===== src/rtl/seg_dec_pkg.sv =====
// Package: seg_dec_pkg
// Shared constants and pure functions for the seven-segment decoder.
// Segment vectors are 7 bits wide: bit 6 = a ... bit 0 = g.
// Assumes the digit shapes of a common seven-segment font.
package seg_dec_pkg;

    localparam int unsigned NUM_DIGITS = 10;
    localparam int unsigned SEG_W      = 7;
    localparam int unsigned BCD_W      = 4;
    localparam int unsigned CODE_W     = 5;
    localparam int unsigned WORD_W     = SEG_W + 1;

    // Segments that take part in the reduced comparison: a, b, e, f, g.
    localparam logic [SEG_W-1:0] REDUCED_MASK = 7'b1100111;
    localparam logic [SEG_W-1:0] FULL_MASK    = 7'b1111111;

    // Lit-segment shape of a digit, in a..g order.
    function automatic logic [SEG_W-1:0] digit_shape(input int unsigned d);
        logic [SEG_W-1:0] s;
        case (d)
            0:       s = 7'b1111110;
            1:       s = 7'b0110000;
            2:       s = 7'b1101101;
            3:       s = 7'b1111001;
            4:       s = 7'b0110011;
            5:       s = 7'b1011011;
            6:       s = 7'b1011111;
            7:       s = 7'b1110000;
            8:       s = 7'b1111111;
            9:       s = 7'b1111011;
            default: s = '0;
        endcase
        return s;
    endfunction

    // Compact code: the distinguishing subset {a,b,e,f,g}.
    function automatic logic [CODE_W-1:0] compact_of(input logic [SEG_W-1:0] s);
        return {s[6], s[5], s[2], s[1], s[0]};
    endfunction

endpackage


===== src/rtl/seg_polarity_norm.sv =====
// Module: seg_polarity_norm
// Removes the alternating-drive inversion. When the common bit is
// high the segment bits arrive complemented; they are flipped back so
// that a lit segment always reads 1. Purely combinational.
module seg_polarity_norm
    import seg_dec_pkg::*;
(
    input  logic [WORD_W-1:0] drive_word,
    output logic [SEG_W-1:0]  lit_seg
);

    logic common_lvl;

    // Split the common line from the segment lines.
    assign common_lvl = drive_word[WORD_W-1];

    // Flip every segment when the common line is high.
    always_comb begin
        lit_seg = drive_word[SEG_W-1:0] ^ {SEG_W{common_lvl}};
    end

endmodule


===== src/rtl/seg_shape_match.sv =====
// Module: seg_shape_match
// Compares corrected segments against every digit shape in parallel.
// REDUCED_MODE picks which segments are compared. Assumes the shapes
// stay distinct under the chosen mask, so at most one hit is set.
module seg_shape_match
    import seg_dec_pkg::*;
#(
    parameter bit REDUCED_MODE = 1'b0
) (
    input  logic [SEG_W-1:0]      lit_seg,
    output logic [NUM_DIGITS-1:0] digit_hit
);

    localparam logic [SEG_W-1:0] CMP_MASK = REDUCED_MODE ? REDUCED_MASK : FULL_MASK;

    for (genvar d = 0; d < NUM_DIGITS; d++) begin : g_digit
        localparam logic [SEG_W-1:0] SHAPE = digit_shape(d);
        // One comparator per digit, only on masked segments.
        always_comb begin
            digit_hit[d] = ((lit_seg ^ SHAPE) & CMP_MASK) == '0;
        end
    end

endmodule


===== src/rtl/seg_hit_encode.sv =====
// Module: seg_hit_encode
// Turns the one-hot hit vector into a BCD value plus an "any" flag.
// Uses an OR tree, not a priority chain; assumes at most one hit.
module seg_hit_encode
    import seg_dec_pkg::*;
(
    input  logic [NUM_DIGITS-1:0] digit_hit,
    output logic [BCD_W-1:0]      bcd_val,
    output logic                  any_hit
);

    // OR together the indices of the set hit bits.
    always_comb begin
        bcd_val = '0;
        for (int unsigned i = 0; i < NUM_DIGITS; i++) begin
            if (digit_hit[i]) bcd_val = bcd_val | BCD_W'(i);
        end
    end

    // Report whether any digit matched.
    assign any_hit = |digit_hit;

endmodule


===== src/rtl/seg_drive_decoder.sv =====
// Module: seg_drive_decoder (top)
// Decodes one raw LCD digit drive word (common + a..g) into BCD, a
// valid flag and a 5-bit compact code. The outputs are registered on
// in_strobe, one clock of latency. A word with no match clears valid
// and keeps the last digit. Assumes in_strobe is issued only when the
// drive lines have settled.
module seg_drive_decoder
    import seg_dec_pkg::*;
#(
    parameter bit REDUCED_MODE = 1'b0
) (
    input  logic              clk,
    input  logic              rst_n,
    input  logic              in_strobe,
    input  logic [WORD_W-1:0] drive_word,
    output logic [BCD_W-1:0]  bcd_out,
    output logic              valid_out,
    output logic [CODE_W-1:0] compact_out
);

    logic [SEG_W-1:0]      lit_seg;
    logic [NUM_DIGITS-1:0] digit_hit;
    logic [BCD_W-1:0]      bcd_next;
    logic                  hit_any;

    seg_polarity_norm u_norm (
        .drive_word (drive_word),
        .lit_seg    (lit_seg)
    );

    seg_shape_match #(.REDUCED_MODE(REDUCED_MODE)) u_match (
        .lit_seg   (lit_seg),
        .digit_hit (digit_hit)
    );

    seg_hit_encode u_enc (
        .digit_hit (digit_hit),
        .bcd_val   (bcd_next),
        .any_hit   (hit_any)
    );

    // Output registers: update on strobe; keep the digit on a miss.
    always_ff @(posedge clk) begin
        if (!rst_n) begin
            bcd_out     <= '0;
            valid_out   <= 1'b0;
            compact_out <= '0;
        end else if (in_strobe) begin
            valid_out <= hit_any;
            if (hit_any) begin
                bcd_out     <= bcd_next;
                compact_out <= compact_of(lit_seg);
            end
        end
    end

endmodule


===== config.mk =====
export PLATFORM = sky130hd
export DESIGN_NAME = seg_drive_decoder
export DESIGN_NICKNAME = d
export VERILOG_FILES = /design/src/rtl/seg_dec_pkg.sv /design/src/rtl/seg_polarity_norm.sv /design/src/rtl/seg_shape_match.sv /design/src/rtl/seg_hit_encode.sv /design/src/rtl/seg_drive_decoder.sv
export SDC_FILE = /design/constraint.sdc
export NUM_CORES = 1
export LEC_CHECK = 0
export BUFFER_PORTS_ARGS = -buffer_cell sky130_fd_sc_hd__buf_2
export CAP_MARGIN = 20
export CORE_ASPECT_RATIO = 1.25
export CORE_MARGIN = 2
export CORE_UTILIZATION = 28
export DETAILED_ROUTE_END_ITERATION = 12
export SLEW_MARGIN = 10
export SYNTH_ARGS = -nofsm -noshare
export SYNTH_HDL_FRONTEND = slang
export SYNTH_HIERARCHICAL = 1
export SYNTH_SLANG_ARGS = --single-unit
export TNS_END_PERCENT = 20

===== constraint.sdc =====
create_clock -name clk -period 5.1 [get_ports clk]
set_input_delay 0.255 -clock clk [delete_from_list [all_inputs] [get_ports clk]]
set_output_delay 0.255 -clock clk [all_outputs]
set_load 0.01 [all_outputs]

==> results of run 1 <==
## cell usage after synthesis (all sizes together)
library cell	n
and2	1
buf	5
clkbuf	1
dfxtp	10
inv	1
nand2	13
nand2b	1
nand3	1
nand3b	2
nand4	9
nor2	3
nor2b	1
nor3	5
nor4	4
o21a	1
o21ai	9
or2	1
or2b	1
or3	1
or4	4
xor2	7
## cell usage in the layout, fill, tap and decap left out, drive strengths merged
cell / instances
nor2b: 1
nor2: 3
o21ai: 9
nand3b: 2
nand3: 1
or4: 4
nand4: 9
o21a: 1
nor3: 5
or2: 1
or2b: 1
nand2: 13
and2: 1
buf: 20
nor4: 4
inv: 1
or3: 1
nand2b: 1
xor2: 7
dfxtp: 10
clkbuf: 3
## logic make-up (layout without fill, tap and decap cells)
| kind of cell | Yosys count | after routing | share of synthesized area |
|---|---|---|---|
| buf+inv | 7 | 24 | 0.0848 |
| xor+xnor | 7 | 7 | 0.0966 |
| simple gates | 47 | 47 | 0.420 |
| flops | 10 | 10 | 0.316 |
| compound gates | 10 | 10 | 0.0828 |
## per-layer routing
metal / GRT usage / part of all wire
met2: 0.181 / 0.48
met3: 0.00949 / 0.048
met1: 0.130 / 0.42
met4: 0.122 / 0.049
met5: 0 / 0
## final cells by class
class / count / area (sq um)
sequential: 10 / 200
timing repair buffer: 20 / 100
tap: 31 / 38.8
fill: 240 / 1420
multi-input combinational: 64 / 380
clock buffer: 3 / 22.5
inverter: 1 / 3.75
## sequential cells by signal (all words and copies together), names as in the netlist
name	flops
compact_out	5
bcd_out	4
valid_out	1
## critical path: stages
cell and delay [ns]:
buf_2 0.18, xor2_1 0.36, or4_4 0.21, nor2_1 0.06
or4_4 0.52, or3_1 0.52, and2_4 0.23, o21a_1 0.18
## report_power, final
group / internal (mW) / total (mW) / switching [mW]
logic: 0.0131 / 0.0368 / 0.0237
registers: 0.0800 / 0.0807 / 0.000761
clock network: 0.0271 / 0.0508 / 0.0237
total: 0.120 / 0.168 / 0.0482
## worst min-delay path by stage
stage	cells after the start	slack (ns)	start	endpoint
after floorplan	2	0.47	bcd_out[0]$_SDFFE_PN0P_	bcd_out[0]$_SDFFE_PN0P_
after global placement	2	0.44	compact_out[2]$_SDFFE_PN0P_	compact_out[2]$_SDFFE_PN0P_
after detailed placement	2	0.44	compact_out[1]$_SDFFE_PN0P_	compact_out[1]$_SDFFE_PN0P_
after CTS	3	0.35	in_strobe	compact_out[0]$_SDFFE_PN0P_
after global routing	3	0.36	in_strobe	compact_out[2]$_SDFFE_PN0P_
final	3	0.36	in_strobe	compact_out[0]$_SDFFE_PN0P_
==> Implementation_results.wiki, run 1 <==
{| class="wikitable"
! Metric !! Value
|-
| Run status || finished, final reports clean
|-
| Fraction of final layout cells sized beyond drive strength 1 || 0.286
|-
| CP Max Fanout || 10
|-
| Count of endpoints failing setup in the final report || 0
|-
| Post-Synthesis Cell Area || 634 sq um
|-
| End of the critical path || valid_out$_SDFFE_PN0P_
|-
| Insertion delay to the later sink of the worst-skew pair || 0.25 ns
|-
| Drt first-iter violations || 2
|-
| Period utilisation layout || 0.463
|-
| Reg2reg setup slack || 4.41 ns
|-
| Max-capacitance violation count || 0
|-
| Startpoint class of the critical path || primary input
|-
| Total power of the final layout || 0.168 mW
|-
| Top-Level Pins || 21
|-
| Proportion of netlist area held by the largest area contributor || 0.316
|-
| Post-Synthesis Cells || 81
|-
| Congestion Overflow GR || 0
|-
| Capture instance of the worst register-to-register path || valid_out$_SDFFE_PN0P_
|-
| Mean instance size in the synthesized netlist || 7.83 sq um
|-
| Number of cells upsized or downsized after cts || 0
|-
| Placed Area || 723 sq um
|-
| Number of antenna repair diodes || 0
|-
| Final estimated routing congestion in global placement || 0.887
|-
| Dpl hpwl || 1060 microns
|-
| Inst Count DP || 126
|-
| Finished Cell Area || 746 sq um
|-
| Total number of yosys warnings || 6
|-
| Number of clock sinks seen by CTS || 10
|-
| Number of synthesized register bits || 10
|-
| Top cells by area in the synthesized netlist || dfxtp_1 32%, xor2_1 9.7%, nand4_1 8.9%
|-
| Shortest period the worst path allows || 2.36 ns
|-
| CTS tree || built
|-
| Signal arrival time at the worst endpoint || 2.52 ns
|-
| Class of the most critical setup path || primary input to flip-flop
|-
| Required time reported for the critical path endpoint || 5.25 ns
|-
| Root buffer cell || clkbuf_4
|-
| Via count of the first global-routing pass || 556
|-
| DRC || 0
|-
| Clock input transition at the sequential cells of the worst setup and hold paths || 0.06 ns
|-
| Startpoint of the most critical register-to-register path || valid_out$_SDFFE_PN0P_
|-
| Post-layout instance count excluding filler cells || 129
|-
| DIE WIDTH || 46.6 microns
|-
| Die span in y || 57.2 microns
|-
| Unique masters post-synth || 25
|-
| Setup Skew || 0 ns
|-
| Via density per instance || 4.84
|-
| Net Count, Synth || 92
|-
| Layout overhead on the synthesized area || 17.6%
|-
| Worst relative slew slack || 0.704
|-
| Number of rows created at floorplan || 19
|-
| Detailed-router iteration count before antenna repair || 4
|-
| Finished Core Util || 0.345
|-
| Fin. Hold Viols || 0
|-
| Post-Place Setup Slack || 2.48 ns
|-
| Starting density of the core || 0.293
|-
| Final ANT Viol Nets || 0
|-
| Start point of the critical path || drive_word[7]
|-
| Final nets || 111
|-
| Core Area || 2160 sq um
|-
| Wire length of the first global-routing pass || 2240 microns
|-
| Hold buffer count at cts || 0
|-
| Top achievable clock speed || 0.423 GHz
|-
| Clock Path Buffers || 2
|-
| GRT Overall Usage || 0.117
|-
| Fin Setup TNS || 0 ns
|-
| Number of buffers created by CTS || 3
|-
| Largest net degree at the start of global routing || 20
|-
| RSZ-0062 raised after global routing || no
|-
| Number of max-slew violations in the final report || 0
|-
| Via Count || 624
|-
| Max VDD drop || 0.0889 mV
|-
| Post-synthesis sequential area ratio || 0.316
|-
| Largest area contributor in the synthesized netlist || dfxtp_1
|-
| Port Buf Inserts || 20
|-
| Total power per unit cell area || 226 nW/um^2
|-
| Final-layout worst hold slack || 0.357 ns
|-
| Post-detailed-route wirelength per cell || 10.3 microns
|-
| Worst min path class || primary input to flip-flop
|-
| Slew at the pin with the worst max-slew slack || 0.443 ns
|-
| FF-to-FF path depth || 2
|-
| Pleak || 0.324 nW
|-
| Routed Wire Length || 1330 microns
|-
| Die Area || 2660 sq um
|-
| Number of H-tree levels || 1
|-
| Post-CTS setup buffer count || 0
|-
| Final worst-path setup slack || 2.74 ns
|-
| Type of element capturing the critical path || flip-flop
|-
| Number of antenna violations at the first check in global routing || 0
|}
Note: power is estimated with default switching activity, not from simulation.
==> run 2, diff against run 1 <==
Settings changed: ABC_AREA set to 1.
Clock period 5.1 ns to 1.9 ns, I/O delays scaled along.
==> run 2 against run 1 <==
Against the previous run: synthesized area increased by 21%; synthesized cell count grew 83%; critical path depth up 7; sequential share of layout area fell by 5.1 points; via count increased by 28%; critical path type unchanged; largest power group unchanged.
==> Implementation_results.wiki, run 2 <==
{| class="wikitable"
! Metric !! Value
|-
| Run status || finished, final reports clean (unchanged)
|-
| Final nets || 181 (was 111)
|-
| Count of endpoints failing setup in the final report || 0 (unchanged)
|-
| Hold Crit Depth || 3 (unchanged)
|-
| Starting density of the core || 0.289 (was 0.293)
|-
| Top post-synthesis cells by count || 53 x nand2_1, 37 x nor2_1, 32 x inv_1 (was 13 x nand2_1, 10 x dfxtp_1, 9 x nand4_1, 9 x o21ai_1, 7 x xor2_1)
|-
| Max VDD drop || 0.410 mV (was 0.0889 mV)
|-
| CP Max Fanout || 19 (was 10)
|-
| Final-layout worst hold slack || 0.139 ns (was 0.357 ns)
|-
| Drt first-iter violations || 11 (was 2)
|-
| Final estimated routing congestion in global placement || 0.748 (was 0.887)
|-
| Type of element capturing the critical path || flip-flop (unchanged)
|-
| Most used DFF post-synth || dfxtp_1 (unchanged)
|-
| Min-Delay Endpoint || compact_out[2]$_SDFFE_PN0P_ (was compact_out[0]$_SDFFE_PN0P_)
|-
| Mean instance size in the synthesized netlist || 5.19 sq um (was 7.83 sq um)
|-
| Post-Synthesis Cell Area || 768 sq um (was 634 sq um)
|-
| Startpoint class of the critical path || primary input (unchanged)
|-
| Number of cells upsized or downsized after cts || 0 (unchanged)
|-
| Setup Skew || 0 ns (unchanged)
|-
| Most used cells in the layout excluding fill and tap cells || 53 x nand2_1, 37 x nor2_1, 32 x inv_1 (was 20 x buf_2, 13 x nand2_1, 10 x dfxtp_1)
|-
| Congestion Overflow GR || 0 (unchanged)
|-
| Worst Hold Launch || rst_n (was in_strobe)
|-
| Class of the most critical setup path || primary input to flip-flop (unchanged)
|-
| Number of max-slew violations in the final report || 0 (unchanged)
|-
| Period utilisation layout || 0.760
|-
| Finished Core Util || 0.347 (was 0.345)
|-
| Largest area contributor in the synthesized netlist || dfxtp_1 (unchanged)
|-
| DRC || 0 (unchanged)
|-
| Worst min path class || primary input to flip-flop (unchanged)
|-
| Number of H-tree levels || 1 (unchanged)
|-
| Top-Level Pins || 21 (unchanged)
|-
| Top achievable clock speed || 0.692 GHz
|-
| DIE WIDTH || 50.9 microns (was 46.6 microns)
|-
| Number of antenna violations at the first check in global routing || 0 (unchanged)
|-
| Number of buffers created by CTS || 3 (unchanged)
|-
| Fin Setup TNS || 0 ns (unchanged)
|-
| GRT Overall Usage || 0.109 (was 0.117)
|-
| Post-CTS setup buffer count || 0 (unchanged)
|-
| Most instantiated library cell after synthesis || nand2_1 (unchanged)
|-
| Via density per instance || 3.93 (was 4.84)
|-
| Port Buf Inserts || 20 (unchanged)
|-
| Leading cell type in the layout, fill and taps excluded || nand2_1 (was buf_2)
|-
| Register with the most flip-flops || compact_out (unchanged)
|-
| Fraction of final layout cells sized beyond drive strength 1 || 0.178 (was 0.286)
|-
| Die Area || 3180 sq um (was 2660 sq um)
|-
| Detailed-router iteration count before antenna repair || 4 (unchanged)
|-
| Dpl hpwl || 1220 microns (was 1060 microns)
|-
| Max-capacitance violation count || 0 (unchanged)
|-
| Via count of the first global-routing pass || 695 (was 556)
|-
| Net Count, Synth || 159 (was 92)
|-
| Start point of the critical path || drive_word[7] (unchanged)
|-
| Signal arrival time at the worst endpoint || 1.61 ns (was 2.52 ns)
|-
| Fin. Hold Viols || 0 (unchanged)
|-
| CTS tree || built (unchanged)
|-
| Post-detailed-route wirelength per cell || 7.18 microns (was 10.3 microns)
|-
| Hold buffer count at cts || 0 (unchanged)
|-
| Post-Synthesis Cells || 148 (was 81)
|-
| Proportion of netlist area held by the largest area contributor || 0.261 (was 0.316)
|-
| Post-synth ARST share || 0 (unchanged)
|-
| Reg2reg setup slack || 1.28 ns (was 4.41 ns)
|-
| Core Area || 2650 sq um (was 2160 sq um)
|-
| Layout overhead on the synthesized area || 19.7% (was 17.6%)
|-
| EDFF count, synth || 0 (unchanged)
|-
| Insertion delay to the later sink of the worst-skew pair || 0.26 ns (was 0.25 ns)
|-
| Largest register FFs || 5 (unchanged)
|-
| Required time reported for the critical path endpoint || 2.06 ns (was 5.25 ns)
|-
| Largest registers || compact_out (5), bcd_out (4), valid_out (1) (unchanged)
|-
| Routed Wire Length || 1460 microns (was 1330 microns)
|-
| Unique masters post-synth || 12 (was 25)
|-
| Clock input transition at the sequential cells of the worst setup and hold paths || 0.06 ns (about the same)
|-
| RSZ-0062 raised after global routing || no (unchanged)
|-
| Total power per unit cell area || 557 nW/um^2 (was 226 nW/um^2)
|-
| Pleak || 0.612 nW (was 0.324 nW)
|-
| Clock Path Buffers || 2 (unchanged)
|-
| Top cells by area in the synthesized netlist || dfxtp_1 26%, nand2_1 26%, nor2_1 18% (was dfxtp_1 32%, xor2_1 9.7%, nand4_1 8.9%)
|-
| Capture instance of the worst register-to-register path || compact_out[4]$_SDFFE_PN0P_ (was valid_out$_SDFFE_PN0P_)
|-
| Die span in y || 62.6 microns (was 57.2 microns)
|-
| Number of rows created at floorplan || 21 (was 19)
|-
| Number of synthesized register bits || 10 (unchanged)
|-
| Startpoint of the most critical register-to-register path || compact_out[4]$_SDFFE_PN0P_ (was valid_out$_SDFFE_PN0P_)
|-
| Number of clock sinks seen by CTS || 10 (unchanged)
|-
| Total number of yosys warnings || 6 (unchanged)
|-
| FF-to-FF path depth || 4 (was 2)
|-
| Slew at the pin with the worst max-slew slack || 0.198 ns (was 0.443 ns)
|-
| Largest net degree at the start of global routing || 20 (unchanged)
|-
| Wire length of the first global-routing pass || 2750 microns (was 2240 microns)
|-
| Post-synthesis sequential area ratio || 0.261 (was 0.316)
|-
| Root buffer cell || clkbuf_4 (unchanged)
|-
| Via Count || 797 (was 624)
|-
| Number of antenna repair diodes || 0 (unchanged)
|-
| Worst relative slew slack || 0.868 (was 0.704)
|-
| Final ANT Viol Nets || 0 (unchanged)
|-
| Shortest period the worst path allows || 1.44 ns
|}
run 2: cell families (layout without fill, tap and decap cells):
logic type             after synthesis  after routing  synth area share
buffers and inverters               36             57             0.197
and+or+nand+nor                    101            101             0.528
DFF                                 10             10             0.261
AOI/OAI and AO/OA                    1              1            0.0147
run 2: routing by layer:
layer	vias up	share of wire	track usage
li1	459	-	-
met1	320	0.44	0.119
met2	15	0.49	0.192
met3	3	0.065	0.0502
met4	0	0.0055	0.0203
met5	-	0	0
run 2: final cells by class:
class | count | area [sq um]
Sequential cell | 10 | 200
Tap cell | 34 | 42.5
Inverter | 33 | 124
Clock buffer | 4 | 36.3
Timing Repair Buffer | 20 | 100
Multi-Input combinational cell | 102 | 417
Fill cell | 314 | 1730
run 2: worst max-delay path by stage:
| stage | end | slack, ns | cells after the start |
|---|---|---|---|
| 6_report | compact_out[4]$_SDFFE_PN0P_ | 0.46 | 15 |
| 5_1_grt | bcd_out[3]$_SDFFE_PN0P_ | 0.22 | 15 |
| 4_1_cts | compact_out[3]$_SDFFE_PN0P_ | 0.44 | 15 |
| 3_5_place_dp | compact_out[4]$_SDFFE_PN0P_ | 0.16 | 15 |
| 3_3_place_gp | compact_out[2]$_SDFFE_PN0P_ | 0.16 | 15 |
| 2_1_floorplan | compact_out[2]$_SDFFE_PN0P_ | 0.42 | 14 |
run 2: metrics by stage:
step / instance area [sq um] / cells / power (mW) / worst slack, ns
floorplan: 768 / 148 / 0.303 / 0.421
global placement: 883 / 199 / 0.331 / 0.157
detailed placement: 883 / 199 / 0.331 / 0.157
CTS: 920 / 203 / 0.521 / 0.440
global route: 920 / 203 / 0.550 / 0.224
finish: 920 / 203 / 0.512 / 0.456
run 2: report_power, final:
group / switching (mW) / internal, mW / leakage, nW
sequential: 0.00335 / 0.217 / 0.0809
combinational: 0.0675 / 0.0368 / 0.510
clock: 0.0705 / 0.116 / 0.0210
run 2: critical path, cell delays in order:
cell and delay (ns):
buf_2 0.15, inv_2 0.08, nand2_1 0.06, nand2_1 0.12, nand2_1 0.09, inv_1 0.06, nand2_1 0.09, nor2_1 0.06
or2_4 0.26, nor2_2 0.10, nand2_1 0.08, nand2_4 0.18, nand2_1 0.07, nand2_1 0.06, nor2_1 0.04
==> run 3, diff against run 2 <==
Clock period 1.9 ns to 1.3 ns, I/O delays scaled along.
==> run 3 against run 2 <==
Against the previous run: critical path depth is the same; global-route usage grew 0.48 points; sequential share of layout area shrank 3.7 points; register-to-register slack lost 0.61 ns; total power is 45% higher; sequential cell count unchanged; critical endpoint is now compact_out[2]$_SDFFE_PN0P_.
==> Implementation_results.wiki, run 3 (same netlist as run 2, synthesis figures left out) <==
{| class="wikitable"
! Metric !! Value
|-
| Run status || finished, final reports clean (unchanged)
|-
| Shortest period the worst path allows || 1.21 ns
|-
| Fraction of final layout cells sized beyond drive strength 1 || 0.367 (was 0.178)
|-
| Routing usage on met3 || 0.0215 (was 0.0502)
|-
| Post-detailed-route wirelength per cell || 8.36 microns (was 7.18 microns)
|-
| Detailed-router iteration count before antenna repair || 4 (unchanged)
|-
| Insertion delay to the later sink of the worst-skew pair || 0.26 ns (about the same)
|-
| Reg2reg setup slack || 0.67 ns (was 1.28 ns)
|-
| Final worst-path setup slack || 0.0920 ns (was 0.456 ns)
|-
| Final estimated routing congestion in global placement || 0.796 (was 0.748)
|-
| End of the critical path || compact_out[2]$_SDFFE_PN0P_ (was compact_out[4]$_SDFFE_PN0P_)
|-
| Port Buf Inserts || 20 (unchanged)
|-
| Start point of the critical path || drive_word[7] (unchanged)
|-
| CP Max Fanout || 9 (was 19)
|-
| Leading cell type in the layout, fill and taps excluded || nand2_1 (unchanged)
|-
| Top achievable clock speed || 0.828 GHz
|-
| Max VDD drop || 0.312 mV (was 0.410 mV)
|-
| Largest registers || compact_out (5), bcd_out (4), valid_out (1) (unchanged)
|-
| Number of max-slew violations in the final report || 0 (unchanged)
|-
| Drt first-iter violations || 14 (was 11)
|-
| Most used cells in the layout excluding fill and tap cells || 38 x nand2_1, 31 x inv_1, 29 x nor2_1 (was 53 x nand2_1, 37 x nor2_1, 32 x inv_1)
|-
| GRT Overall Usage || 0.114 (was 0.109)
|-
| Total power per unit cell area || 672 nW/um^2 (was 557 nW/um^2)
|-
| Die span in y || 62.6 microns (unchanged)
|-
| Final ANT Viol Nets || 0 (unchanged)
|-
| Placed Area || 973 sq um (was 883 sq um)
|-
| Via density per instance || 4.05 (was 3.93)
|-
| Fin. Hold Viols || 0 (unchanged)
|-
| FF-to-FF path depth || 4 (unchanged)
|-
| GR Util met1 || 0.133 (was 0.119)
|-
| Via Count || 867 (was 797)
|-
| Worst relative slew slack || 0.866 (was 0.868)
|-
| Wire length of the first global-routing pass || 2890 microns (was 2750 microns)
|-
| Clock input transition at the sequential cells of the worst setup and hold paths || 0.06 ns (about the same)
|-
| Number of clock sinks seen by CTS || 10 (unchanged)
|-
| Slew at the pin with the worst max-slew slack || 0.201 ns (was 0.198 ns)
|-
| Final nets || 193 (was 181)
|-
| Fin Setup TNS || 0 ns (unchanged)
|-
| Root buffer cell || clkbuf_4 (unchanged)
|-
| Pleak || 0.672 nW (was 0.612 nW)
|-
| CTS tree || built (unchanged)
|-
| Post-Place Setup Slack || -0.315 ns (was 0.157 ns)
|-
| Number of rows created at floorplan || 21 (unchanged)
|-
| Signal arrival time at the worst endpoint || 1.36 ns (was 1.61 ns)
|-
| Finished Cell Area || 1110 sq um (was 920 sq um)
|-
| Top-Level Pins || 21 (unchanged)
|-
| Max-capacitance violation count || 0 (unchanged)
|-
| Setup Skew || 0 ns (unchanged)
|-
| Clock Path Buffers || 2 (unchanged)
|-
| Number of antenna repair diodes || 0 (unchanged)
|-
| Worst min path class || primary input to flip-flop (unchanged)
|-
| Number of buffers created by CTS || 3 (unchanged)
|-
| Period utilisation layout || 0.929
|-
| Starting density of the core || 0.289 (unchanged)
|-
| Number of H-tree levels || 1 (unchanged)
|-
| Via count of the first global-routing pass || 758 (was 695)
|-
| Total power of the final layout || 0.743 mW (was 0.512 mW)
|-
| Class of the most critical setup path || primary input to flip-flop (unchanged)
|-
| Die Area || 3180 sq um (unchanged)
|-
| Register with the most flip-flops || compact_out (unchanged)
|-
| Largest net degree at the start of global routing || 11 (was 20)
|-
| Core Area || 2650 sq um (unchanged)
|-
| Layout overhead on the synthesized area || 44.0% (was 19.7%)
|-
| Startpoint class of the critical path || primary input (unchanged)
|-
| Routed Wire Length || 1790 microns (was 1460 microns)
|-
| Met2 demand-to-capacity share in global routing || 0.197 (was 0.192)
|-
| Capture instance of the worst register-to-register path || compact_out[2]$_SDFFE_PN0P_ (was compact_out[4]$_SDFFE_PN0P_)
|-
| Count of endpoints failing setup in the final report || 0 (unchanged)
|-
| Required time reported for the critical path endpoint || 1.46 ns (was 2.06 ns)
|-
| Startpoint of the most critical register-to-register path || compact_out[2]$_SDFFE_PN0P_ (was compact_out[4]$_SDFFE_PN0P_)
|-
| Hold buffer count at cts || 0 (unchanged)
|-
| Largest register FFs || 5 (unchanged)
|-
| Dpl hpwl || 1260 microns (was 1220 microns)
|-
| Type of element capturing the critical path || flip-flop (unchanged)
|-
| Most utilized layer in the global route result || met2 (unchanged)
|-
| Congestion Overflow GR || 0 (unchanged)
|-
| DRC || 0 (unchanged)
|-
| DIE WIDTH || 50.9 microns (unchanged)
|-
| Number of antenna violations at the first check in global routing || 0 (unchanged)
|}
[run 3: cell count changes in the layout (fill, tap and decap cells not counted), moves of 3 or more]
| cell | change |
|---|---|
| buf_4 | +10 |
| nor2_2 | +6 |
| nand2_1 | -15 |
| nand2_4 | +3 |
| nand2_2 | +13 |
| nor2_1 | -8 |
[run 3: timing repair]
item / CTS / global route
buffers inserted: 0 / 2
pin swaps: 1 / 15
gates cloned: 2 / 0
hold endpoints to repair: 0 / 0
setup endpoints to repair: 9 / 9
gates resized for setup: 4 / 21
[run 3: routing by layer]
layer	vias up	part of all wire
met2	20	0.51
met3	5	0.042
met4	0	0.021
met5	-	0
li1	491	-
met1	351	0.42
[run 3: power breakdown]
| group | internal [mW] | switching, mW |
|---|---|---|
| Clock | 0.106 | 0.0965 |
| Combinational | 0.0873 | 0.130 |
| Sequential | 0.318 | 0.00477 |
| Total | 0.512 | 0.231 |
[run 3: final cells by class]
| type | count | area (sq um) |
|---|---|---|
| clock buffers | 3 | 22.5 |
| flip-flops and latches | 10 | 200 |
| inverters | 33 | 129 |
| repair buffers | 30 | 181 |
| fillers | 310 | 1550 |
| multi-input cells | 104 | 531 |
| well taps | 34 | 42.5 |
[run 3: worst min-delay path by stage]
stage	start	to	slack, ns	cells after the start
6_report	rst_n	compact_out[3]$_SDFFE_PN0P_	0.12	3
5_1_grt	rst_n	bcd_out[2]$_SDFFE_PN0P_	0.12	3
4_1_cts	rst_n	compact_out[4]$_SDFFE_PN0P_	0.11	3
3_5_place_dp	in_strobe	valid_out$_SDFFE_PN0P_	0.37	4
3_3_place_gp	in_strobe	valid_out$_SDFFE_PN0P_	0.38	4
2_1_floorplan	in_strobe	valid_out$_SDFFE_PN0P_	0.23	3
[run 3: through the flow]
stage | util | hold WS, ns | instances
4_1_cts | 0.385 | 0.109 | 212
3_5_place_dp | 0.367 | 0.375 | 207
3_3_place_gp | 0.367 | 0.382 | 207
2_1_floorplan | - | 0.233 | 148
6_report | 0.417 | 0.115 | 214
5_1_grt | 0.417 | 0.124 | 214
[run 3: critical path: stages]
cell	delay (ns)
buf_6	0.12
inv_6	0.07
nand2_2	0.06
nand2_4	0.08
inv_1	0.04
nor2_1	0.11
nand2_1	0.09
nor2_1	0.16
nor2_2	0.08
nand2_2	0.07
nor2_4	0.04
nand2_4	0.12
nand2_8	0.08
nor2_1	0.11
nor2_1	0.06
